**src/rtl/psw_pkg.sv**
```systemverilog
package psw_pkg;
  localparam int A_W = 6;
  localparam int B_W = 11;
  localparam int R_W = 14;
  localparam int P_W = 7;

  typedef struct packed {
    logic [A_W-1:0] a;
    logic [B_W-1:0] b;
    logic           psel;
  } fb_cfg_t;

  function automatic logic [P_W-1:0] p_of(input bit high_band, input logic psel);
    if (high_band) return psel ? P_W'(32) : P_W'(64);
    return psel ? P_W'(16) : P_W'(8);
  endfunction
endpackage

```
**src/rtl/psw_cfg_shadow.sv**
```systemverilog
module psw_cfg_shadow
  import psw_pkg::*;
(
  input  logic           clk_i,
  input  logic           rst_ni,
  input  logic           load_i,
  input  fb_cfg_t        cfg_i,
  input  logic [R_W-1:0] r_i,
  input  logic           fb_swap_i,
  input  logic           ref_swap_i,
  output fb_cfg_t        fb_nxt_o,
  output fb_cfg_t        fb_act_o,
  output logic [R_W-1:0] r_nxt_o,
  output logic           err_o
);
  fb_cfg_t        fb_pend;
  logic           fb_pv;
  logic [R_W-1:0] r_act, r_pend;
  logic           r_pv;
  logic           bad;

  assign bad      = (cfg_i.b == '0) || (B_W'(cfg_i.a) > cfg_i.b) || (r_i == '0);
  assign fb_nxt_o = fb_pv ? fb_pend : fb_act_o;
  assign r_nxt_o  = r_pv ? r_pend : r_act;

  always_ff @(posedge clk_i or negedge rst_ni) begin
    if (!rst_ni) begin
      fb_act_o <= '{a: '0, b: B_W'(1), psel: 1'b0};
      fb_pend  <= '0;
      fb_pv    <= 1'b0;
      r_act    <= R_W'(1);
      r_pend   <= '0;
      r_pv     <= 1'b0;
      err_o    <= 1'b0;
    end else begin
      if (fb_swap_i) begin
        fb_act_o <= fb_nxt_o;
        fb_pv    <= 1'b0;
      end
      if (ref_swap_i) begin
        r_act <= r_nxt_o;
        r_pv  <= 1'b0;
      end
      if (load_i) begin
        if (bad) begin
          err_o <= 1'b1;
        end else begin
          fb_pend <= cfg_i;
          fb_pv   <= 1'b1;
          r_pend  <= r_i;
          r_pv    <= 1'b1;
        end
      end
    end
  end
endmodule

```
**src/rtl/psw_prescaler.sv**
```systemverilog
module psw_prescaler
  import psw_pkg::*;
#(
  parameter int P_RST = 8
) (
  input  logic           clk_i,
  input  logic           rst_ni,
  input  logic           hold_i,
  input  logic           reload_i,
  input  logic           mod_hi_i,
  input  logic [P_W-1:0] p_i,
  output logic           tick_o
);
  logic [P_W-1:0] pc;

  assign tick_o = (pc == '0) && !hold_i;

  always_ff @(posedge clk_i or negedge rst_ni) begin
    if (!rst_ni) begin
      pc <= P_W'(P_RST - 1);
    end else if (reload_i || tick_o) begin
      // count P+1 cycles when swallowing, P otherwise
      pc <= mod_hi_i ? p_i : p_i - 1'b1;
    end else begin
      pc <= pc - 1'b1;
    end
  end
endmodule

```
**src/rtl/psw_swallow.sv**
```systemverilog
module psw_swallow
  import psw_pkg::*;
(
  input  logic           clk_i,
  input  logic           rst_ni,
  input  logic           hold_i,
  input  logic           tick_i,
  input  logic [A_W-1:0] a_nxt_i,
  input  logic [B_W-1:0] b_nxt_i,
  output logic           end_o,
  output logic           mod_hi_o
);
  logic [A_W-1:0] a_rem;
  logic [B_W-1:0] b_rem;
  logic           swap;

  assign end_o    = tick_i && (b_rem == B_W'(1));
  assign swap     = hold_i || end_o;
  assign mod_hi_o = swap ? (a_nxt_i != '0) : (a_rem > A_W'(1));

  always_ff @(posedge clk_i or negedge rst_ni) begin
    if (!rst_ni) begin
      a_rem <= '0;
      b_rem <= B_W'(1);
    end else if (swap) begin
      a_rem <= a_nxt_i;
      b_rem <= b_nxt_i;
    end else if (tick_i) begin
      b_rem <= b_rem - 1'b1;
      if (a_rem != '0) a_rem <= a_rem - 1'b1;
    end
  end
endmodule

```
**src/rtl/psw_ref_div.sv**
```systemverilog
module psw_ref_div
  import psw_pkg::*;
(
  input  logic           clk_i,
  input  logic           rst_ni,
  input  logic           hold_i,
  input  logic [R_W-1:0] r_nxt_i,
  output logic           pulse_o,
  output logic           swap_o
);
  logic [R_W-1:0] r_cnt;

  assign pulse_o = (r_cnt == '0) && !hold_i;
  assign swap_o  = hold_i || pulse_o;

  always_ff @(posedge clk_i or negedge rst_ni) begin
    if (!rst_ni)     r_cnt <= '0;
    else if (swap_o) r_cnt <= r_nxt_i - 1'b1;
    else             r_cnt <= r_cnt - 1'b1;
  end
endmodule

```
**src/rtl/pulse_swallow_div.sv**
```systemverilog
module pulse_swallow_div
  import psw_pkg::*;
#(
  parameter bit HIGH_BAND = 1'b0
) (
  input  logic           clk_i,
  input  logic           rst_ni,
  input  logic [A_W-1:0] a_i,
  input  logic [B_W-1:0] b_i,
  input  logic           psel_i,
  input  logic [R_W-1:0] r_i,
  input  logic           load_i,
  input  logic           cnt_rst_i,
  output logic           fb_pulse_o,
  output logic           ref_pulse_o,
  output logic           cfg_err_o
);
  localparam int P_RST = int'(p_of(HIGH_BAND, 1'b0));

  fb_cfg_t        cfg_in, fb_nxt, fb_act;
  logic [R_W-1:0] r_nxt;
  logic           fb_end, fb_swap, ref_swap;
  logic           tick, mod_hi;
  logic [P_W-1:0] p_use;

  assign cfg_in     = '{a: a_i, b: b_i, psel: psel_i};
  assign fb_swap    = cnt_rst_i || fb_end;
  assign p_use      = p_of(HIGH_BAND, fb_swap ? fb_nxt.psel : fb_act.psel);
  assign fb_pulse_o = fb_end;

  psw_cfg_shadow u_cfg (
    .clk_i      (clk_i),
    .rst_ni     (rst_ni),
    .load_i     (load_i),
    .cfg_i      (cfg_in),
    .r_i        (r_i),
    .fb_swap_i  (fb_swap),
    .ref_swap_i (ref_swap),
    .fb_nxt_o   (fb_nxt),
    .fb_act_o   (fb_act),
    .r_nxt_o    (r_nxt),
    .err_o      (cfg_err_o)
  );

  psw_prescaler #(.P_RST(P_RST)) u_presc (
    .clk_i    (clk_i),
    .rst_ni   (rst_ni),
    .hold_i   (cnt_rst_i),
    .reload_i (fb_swap),
    .mod_hi_i (mod_hi),
    .p_i      (p_use),
    .tick_o   (tick)
  );

  psw_swallow u_swal (
    .clk_i    (clk_i),
    .rst_ni   (rst_ni),
    .hold_i   (cnt_rst_i),
    .tick_i   (tick),
    .a_nxt_i  (fb_nxt.a),
    .b_nxt_i  (fb_nxt.b),
    .end_o    (fb_end),
    .mod_hi_o (mod_hi)
  );

  psw_ref_div u_ref (
    .clk_i   (clk_i),
    .rst_ni  (rst_ni),
    .hold_i  (cnt_rst_i),
    .r_nxt_i (r_nxt),
    .pulse_o (ref_pulse_o),
    .swap_o  (ref_swap)
  );
endmodule

```
**config.mk**
```make
export PLATFORM = sky130hd
export DESIGN_NAME = pulse_swallow_div
export DESIGN_NICKNAME = d
export VERILOG_FILES = /design/src/rtl/psw_pkg.sv /design/src/rtl/psw_cfg_shadow.sv /design/src/rtl/psw_prescaler.sv /design/src/rtl/psw_swallow.sv /design/src/rtl/psw_ref_div.sv /design/src/rtl/pulse_swallow_div.sv
export SDC_FILE = /design/constraint.sdc
export NUM_CORES = 1
export LEC_CHECK = 0
export BUFFER_PORTS_ARGS = -buffer_cell sky130_fd_sc_hd__buf_2
export CAP_MARGIN = 20
export CORE_MARGIN = 2
export CORE_UTILIZATION = 25
export CTS_CLUSTER_SIZE = 12
export DETAILED_ROUTE_END_ITERATION = 8
export MAX_ROUTING_LAYER = met4
export PLACE_DENSITY = 0.37
export SYNTH_ARGS = -nofsm -noshare
export SYNTH_HDL_FRONTEND = slang
export SYNTH_HIERARCHICAL = 1
export SYNTH_SLANG_ARGS = --single-unit
```
**constraint.sdc**
```tcl
create_clock -name clk_i -period 4 [get_ports clk_i]
set_input_delay 0.8 -clock clk_i [delete_from_list [all_inputs] [get_ports clk_i]]
set_output_delay 0.8 -clock clk_i [all_outputs]
set_load 0.01 [all_outputs]
```
# ---- Yosys cells after proc, flatten, opt, wreduce, memory -nomap -nowiden
# Cells that the tools add are included.
dict set report totals {
  regBits 105
  latchBits 0
  ram_bits 0
  rom_bits 0
  input_bits 36
  mem_count 0
}
dict set report op_classes {
  add_sub_neg 6
  mul 0
  div 0
  n_lt_le_gt_ge 2
  eq_ne 1
  shift 0
  n_mux 19
  bitwise 1
  n_reduce_logical 20
}
# op count
set op_table {}
lappend op_table {{zero test 14 bit} 2}
lappend op_table {{2-to-1 mux 14 bit} 2}
lappend op_table {{subtractor 14 x 1 -> 14 bit, second input constant} 2}
lappend op_table {{2-to-1 mux 11 bit} 2}
lappend op_table {{2-to-1 mux 18 bit} 1}
lappend op_table {{2-to-1 mux 6 bit} 3}
lappend op_table {{2-to-1 mux 7 bit} 2}
lappend op_table {{nonzero test 6 bit} 2}
lappend op_table {{equality test 11 x 1 -> 1 bit, second input constant} 1}
lappend op_table {{> comparator 6 x 11 -> 1 bit} 1}
lappend op_table {{zero test 11 bit} 1}
lappend op_table {{subtractor 11 x 1 -> 11 bit, second input constant} 1}
lappend op_table {{2-to-1 mux 1 bit} 8}
lappend op_table {{zero test 7 bit} 1}
lappend op_table {{subtractor 7 x 1 -> 7 bit, second input constant} 1}
lappend op_table {{> comparator 6 x 1 -> 1 bit, second input constant} 1}
lappend op_table {{AND reduction 2 bit} 3}
lappend op_table {{subtractor 5 x 1 -> 6 bit, second input constant} 1}
lappend op_table {{subtractor 6 x 1 -> 6 bit, second input constant} 1}
lappend op_table {{logical OR 1 bit} 5}
lappend op_table {{2-to-1 mux 5 bit} 1}
lappend op_table {{nonzero test 2 bit} 2}
lappend op_table {{logical AND 1 bit} 3}
lappend op_table {{zero test 1 bit} 1}
lappend op_table {{NOT 1 bit} 1}

# ---- Depth between registers and ports, before layout
dict set report logic_depth {
  word_depth 9
  depth_mapped 12
  ltp_nobuf 12
}

# ---- Cells and area by module
# The synthesis kept the hierarchy.
# mod n_inst cells_each area_each_um2 seq_area_each_um2
set by_module_without_submodules {}
lappend by_module_without_submodules {psw_cfg_shadow 1 220 3124.2 1679.1}
lappend by_module_without_submodules {psw_swallow 1 113 1113.6 426.7}
lappend by_module_without_submodules {psw_ref_div 1 99 994.7 350.3}
lappend by_module_without_submodules {psw_prescaler 1 48 499.2 178.9}
lappend by_module_without_submodules {pulse_swallow_div 1 5 38.8 0.0}

# ---- Worst setup path after synthesis
# No wires, ideal clock.
dict set report synth_path {
  path_type {input to register}
  startpoint {input port cnt_rst_i}
  endpoint {register u_cfg/fb_act_o[10] (netlist name)}
  arrival_ps 3187
  required_ps 3875
  setup_slack_ps 689
  path_stages 9
  n_path_buf 2
  cell_sequence {nor2_1 -> and3_2 -> nor4b_2 -> and4_1 -> nor2_2 -> inv_1 -> clkbuf_1 -> clkbuf_1 -> mux2_2}
}
dict set report synth_via {
  elab_chain_len 4
}
# element line
set synth_rtl {}
lappend synth_rtl {{from (decl)} pulse_swallow_div.sv:13} ;# input logic cnt_rst_i,
lappend synth_rtl {{zero test 1 bit} psw_prescaler.sv:16} ;# assign tick_o = (pc == '0) && !hold_i;
lappend synth_rtl {{logical AND 1 bit} psw_prescaler.sv:16}
lappend synth_rtl {{named net tick} pulse_swallow_div.sv:23} ;# logic tick, mod_hi;
lappend synth_rtl {{logical AND 1 bit} psw_swallow.sv:17} ;# assign end_o = tick_i && (b_rem == B_W'(1));
lappend synth_rtl {{named net fb_pulse_o} pulse_swallow_div.sv:14} ;# output logic fb_pulse_o,
lappend synth_rtl {{logical OR 1 bit} pulse_swallow_div.sv:27} ;# assign fb_swap = cnt_rst_i || fb_end;
lappend synth_rtl {{named net fb_swap} pulse_swallow_div.sv:22} ;# logic fb_end, fb_swap, ref_swap;
lappend synth_rtl {{to (signal assigned)} psw_cfg_shadow.sv:28} ;# fb_act_o <= '{a: '0, b: B_W'(1), psel: 1'b0};
lappend synth_rtl {{to (signal assigned)} psw_cfg_shadow.sv:37} ;# fb_act_o <= fb_nxt_o;
lappend synth_rtl {{to (decl)} psw_cfg_shadow.sv:12} ;# output fb_cfg_t fb_act_o,
# The timed path passes the listed nets, and every way through them passes these cells.
# A chain may end at the register's enable or synchronous reset.

# ---- Final worst setup path
dict set report layout_path {
  startpoint {register u_presc.pc[0]}
  endpoint {output port fb_pulse_o}
}
dict set report layout_via {
  elab_chain_len 3
}
# element line
set layout_rtl {}
lappend layout_rtl {{from (decl)} psw_prescaler.sv:14} ;# logic [P_W-1:0] pc;
lappend layout_rtl {{from (signal assigned)} psw_prescaler.sv:20} ;# pc <= P_W'(P_RST - 1);
lappend layout_rtl {{from (signal assigned)} psw_prescaler.sv:23} ;# pc <= mod_hi_i ? p_i : p_i - 1'b1;
lappend layout_rtl {{from (signal assigned)} psw_prescaler.sv:25} ;# pc <= pc - 1'b1;
lappend layout_rtl {{zero test 7 bit} psw_prescaler.sv:16}
lappend layout_rtl {{logical AND 1 bit} psw_prescaler.sv:16}
lappend layout_rtl {{named net tick} pulse_swallow_div.sv:23}
lappend layout_rtl {{logical AND 1 bit} psw_swallow.sv:17}
lappend layout_rtl {{to (decl)} pulse_swallow_div.sv:14}
# The timed path passes the listed nets, and every way through them passes these cells.

==> results.md <==
* Status: complete, no violations
* Synthesized area at 0.00577 mm^2
* Cts bufs inserted at 9
* # rows at 55
* Hold Crit Start: u_cfg/r_pend[2]
* R2R depth at 12
* # DRC at 0
* DR WL/cell at 15.8 um
* Overall Global Routing Usage at 11.9%
* Most frequent cells in the layout: dfrtp_1 (99), mux2_2 (72), buf_2 (37), nor2_1 (33), mux2_1 (25)
* Flops & latches, synth at about 110
* Final period demand of the worst path at 3.54 ns
* First drt pass iteration count at 6
* CTS tree: done
* Ys Warns at 6
* Static Leak at 2.69 nW
* Worst setup EP type: output pin
* Die W at 156 um
* Worst-Margin Slew at ~0.82 ns
* Post-synthesis cell count at 485
* Ant diodes at 0
* Clk Latency, worst-skew pair at 0.36 ns
* Vias in the first global route at ~4100
* Buffer count from post-CTS setup fixing at 0
* Min-delay worst type: reg -> reg
* First-pass GRT wire length at between 20000 and 25000 um
* Source of the critical timing path: u_presc/pc[0]
* Detailed Place HPWL at 9420 um
* RSZ-0062 raised after global routing: no
* Congestion Overflow GR at 0
* Final number of max-transition violations at 0
* DIE AREA at about 0.024 mm^2
* Register clock-pin slew on the reported worst setup and hold paths at 0.08 ns
* Initial core utilization at 25.5%
* Largest net degree at the start of global routing at 60
* Non-Filler Instances at 827
* Clock skew at 0.0110 ns
* Commonest non-fill, non-tap cell in the layout: dfrtp_1
* Post-Place Cells at about 810
* Reg2reg start: u_presc/pc[0]
* EDFF count, synth at 0
* Power Density at 459 mW/mm^2
* FF-to-FF setup slack at about 0.52 ns
* Core Util, Final at 29.3%
* WL final at 13100 um
* Final hold violations at 0
* Hold Buf Count CTS at 0
* Setup crit start kind: register
* Post-synthesis sequential area ratio at 45.7%
* Final setup vio count at 0
* Hold Path Cell Cnt at 1
* H-tree depth at 3
* Core ar. at 0.0226 mm^2
* Layout cells sized above 1 at 30.3%
* Final period utilization at approximately nine tenths
* Vias per inst at 4.63
* Worst rel slew slack at 45.2%
* CP required at ~3.2 ns
* Synth-to-Final Area Change at 15.0%
* Antenna violations before repair at 0
* Mean Syn Cell Area at 11.9 um^2
* Final TNS setup at 0 ns
* IO Port Bufs at 38
* Final ANT Viol Nets at 0
* R2r endpoint: u_presc/pc[6]
* Worst EP arrival at 2.74 ns
* Die height at 156 um
* Gp weighted congestion at ~0.76
* DRT iter0 DRCs at 128
* Nets at 587
* Via count at 3825
* Crit path kind: reg -> out
* Clock buffer depth at 2
* Synth cell types at 71
* Critical Path Fanout Max at 12
* Clock tree root driver cell: clkbuf_16
* Max-cap violations at 0
* Endpoint, Worst Hold: u_cfg/r_pend[2]
* Max Clock Freq at 282 MHz
* CTS Sinks at 105
* Post-synth ARST share at 100%
* Post_cts resized at 0
* Primary FF master, synth: dfrtp_1
* Peak supply drop at 186 uV
* I/O Pins at 39
[cell families (layout without fill, tap and decap cells)]
family                     count (synthesis)  count (layout)  share of synthesized area, %
other                                      1              12                        0.0650
muxes                                    117             117                          22.5
AOI/OAI and AO/OA                         64              64                          8.37
xor gates and xnor gates                  33              33                          5.01
and+or+nand+nor                          112             112                          12.1
adders and majority gates                 14              14                          3.04
buffers and inverters                     39              85                          3.25
DFF                                      105             105                          45.7
[flip-flops by register name, summed over array words and instances (netlist names)]
name / count
u_cfg/err_o: 1
u_cfg/fb_act_o: 18
u_cfg/fb_pend: 18
u_cfg/fb_pv: 1
u_cfg/r_act: 14
u_cfg/r_pend: 14
u_cfg/r_pv: 1
u_presc/pc: 7
u_ref/r_cnt: 14
u_swal/a_rem: 6
u_swal/b_rem: 11
[final cells by class]
cell class	count	area (um^2)
fill	2314	16000
timing repair buffer	47	273
inverter	22	85.1
clock buffer	9	225
multi-input combinational	352	2990
sequential	105	2640
clock inverter	7	70.1
tap	285	357
[metrics by stage]
step	instance area (um^2)	power, mW	setup WS [ns]	hold WS (ns)
floorplan	5810	1.97	0.689	0.459
global placement	6320	2.16	0.460	0.455
detailed placement	6340	2.18	0.443	0.475
CTS	6630	3.10	0.431	0.497
global route	6630	3.26	0.162	0.505
finish	6630	3.05	0.456	0.494
[metal layers]
layer	vias up	wire, um	track usage [%]	share of wire, %
li1	1864	-	-	-
met1	1903	6900	16.9	53
met2	49	5690	17.7	44
met3	9	341	2.08	2.6
met4	0	136	3.01	1.0
met5	-	0	-	0
[power breakdown]
part           internal (mW)  leakage, nW  total [mW]  switching [mW]
registers               1.29         1.22        1.47           0.184
logic                  0.343         1.33       0.686           0.343
clock network          0.441        0.142       0.892           0.451
total                   2.07         2.69        3.05           0.978
[synthesized netlist by cell type, types with 8 or more instances]
cell type | n | area, um^2
xor2_1 | 16 | 140
dfrtp_1 | 99 | 2480
a21oi_1 | 21 | 105
inv_1 | 21 | 78.8
xnor2_1 | 17 | 149
ha_1 | 14 | 175
mux2_1 | 25 | 282
mux2_2 | 72 | 811
or4_1 | 9 | 67.6
nand2_1 | 11 | 41.3
nor2_1 | 33 | 124
nor4_1 | 8 | 50.1
mux2i_1 | 19 | 190
[how the worst max path moves through the flow]
| stage | cells after the start | slack, ns | to |
|---|---|---|---|
| floorplan | 9 | 0.69 | u_cfg/fb_act_o[10] |
| global placement | 11 | 0.46 | u_presc/pc[6] |
| detailed placement | 11 | 0.44 | u_presc/pc[6] |
| CTS | 7 | 0.43 | fb_pulse_o |
| global route | 12 | 0.16 | u_presc/pc[6] |
| finish | 7 | 0.46 | fb_pulse_o |
[worst max-delay path: stages, from the launching register on]
cell	delay, ns
dfstp_2	0.39
inv_1	0.06
ha_1	0.18
nor3b_2	0.27
and3_2	0.41
nor4b_2	0.59
and4_1	0.32
buf_2	0.17
No activity file was read; power rests on OpenSTA's default activity.
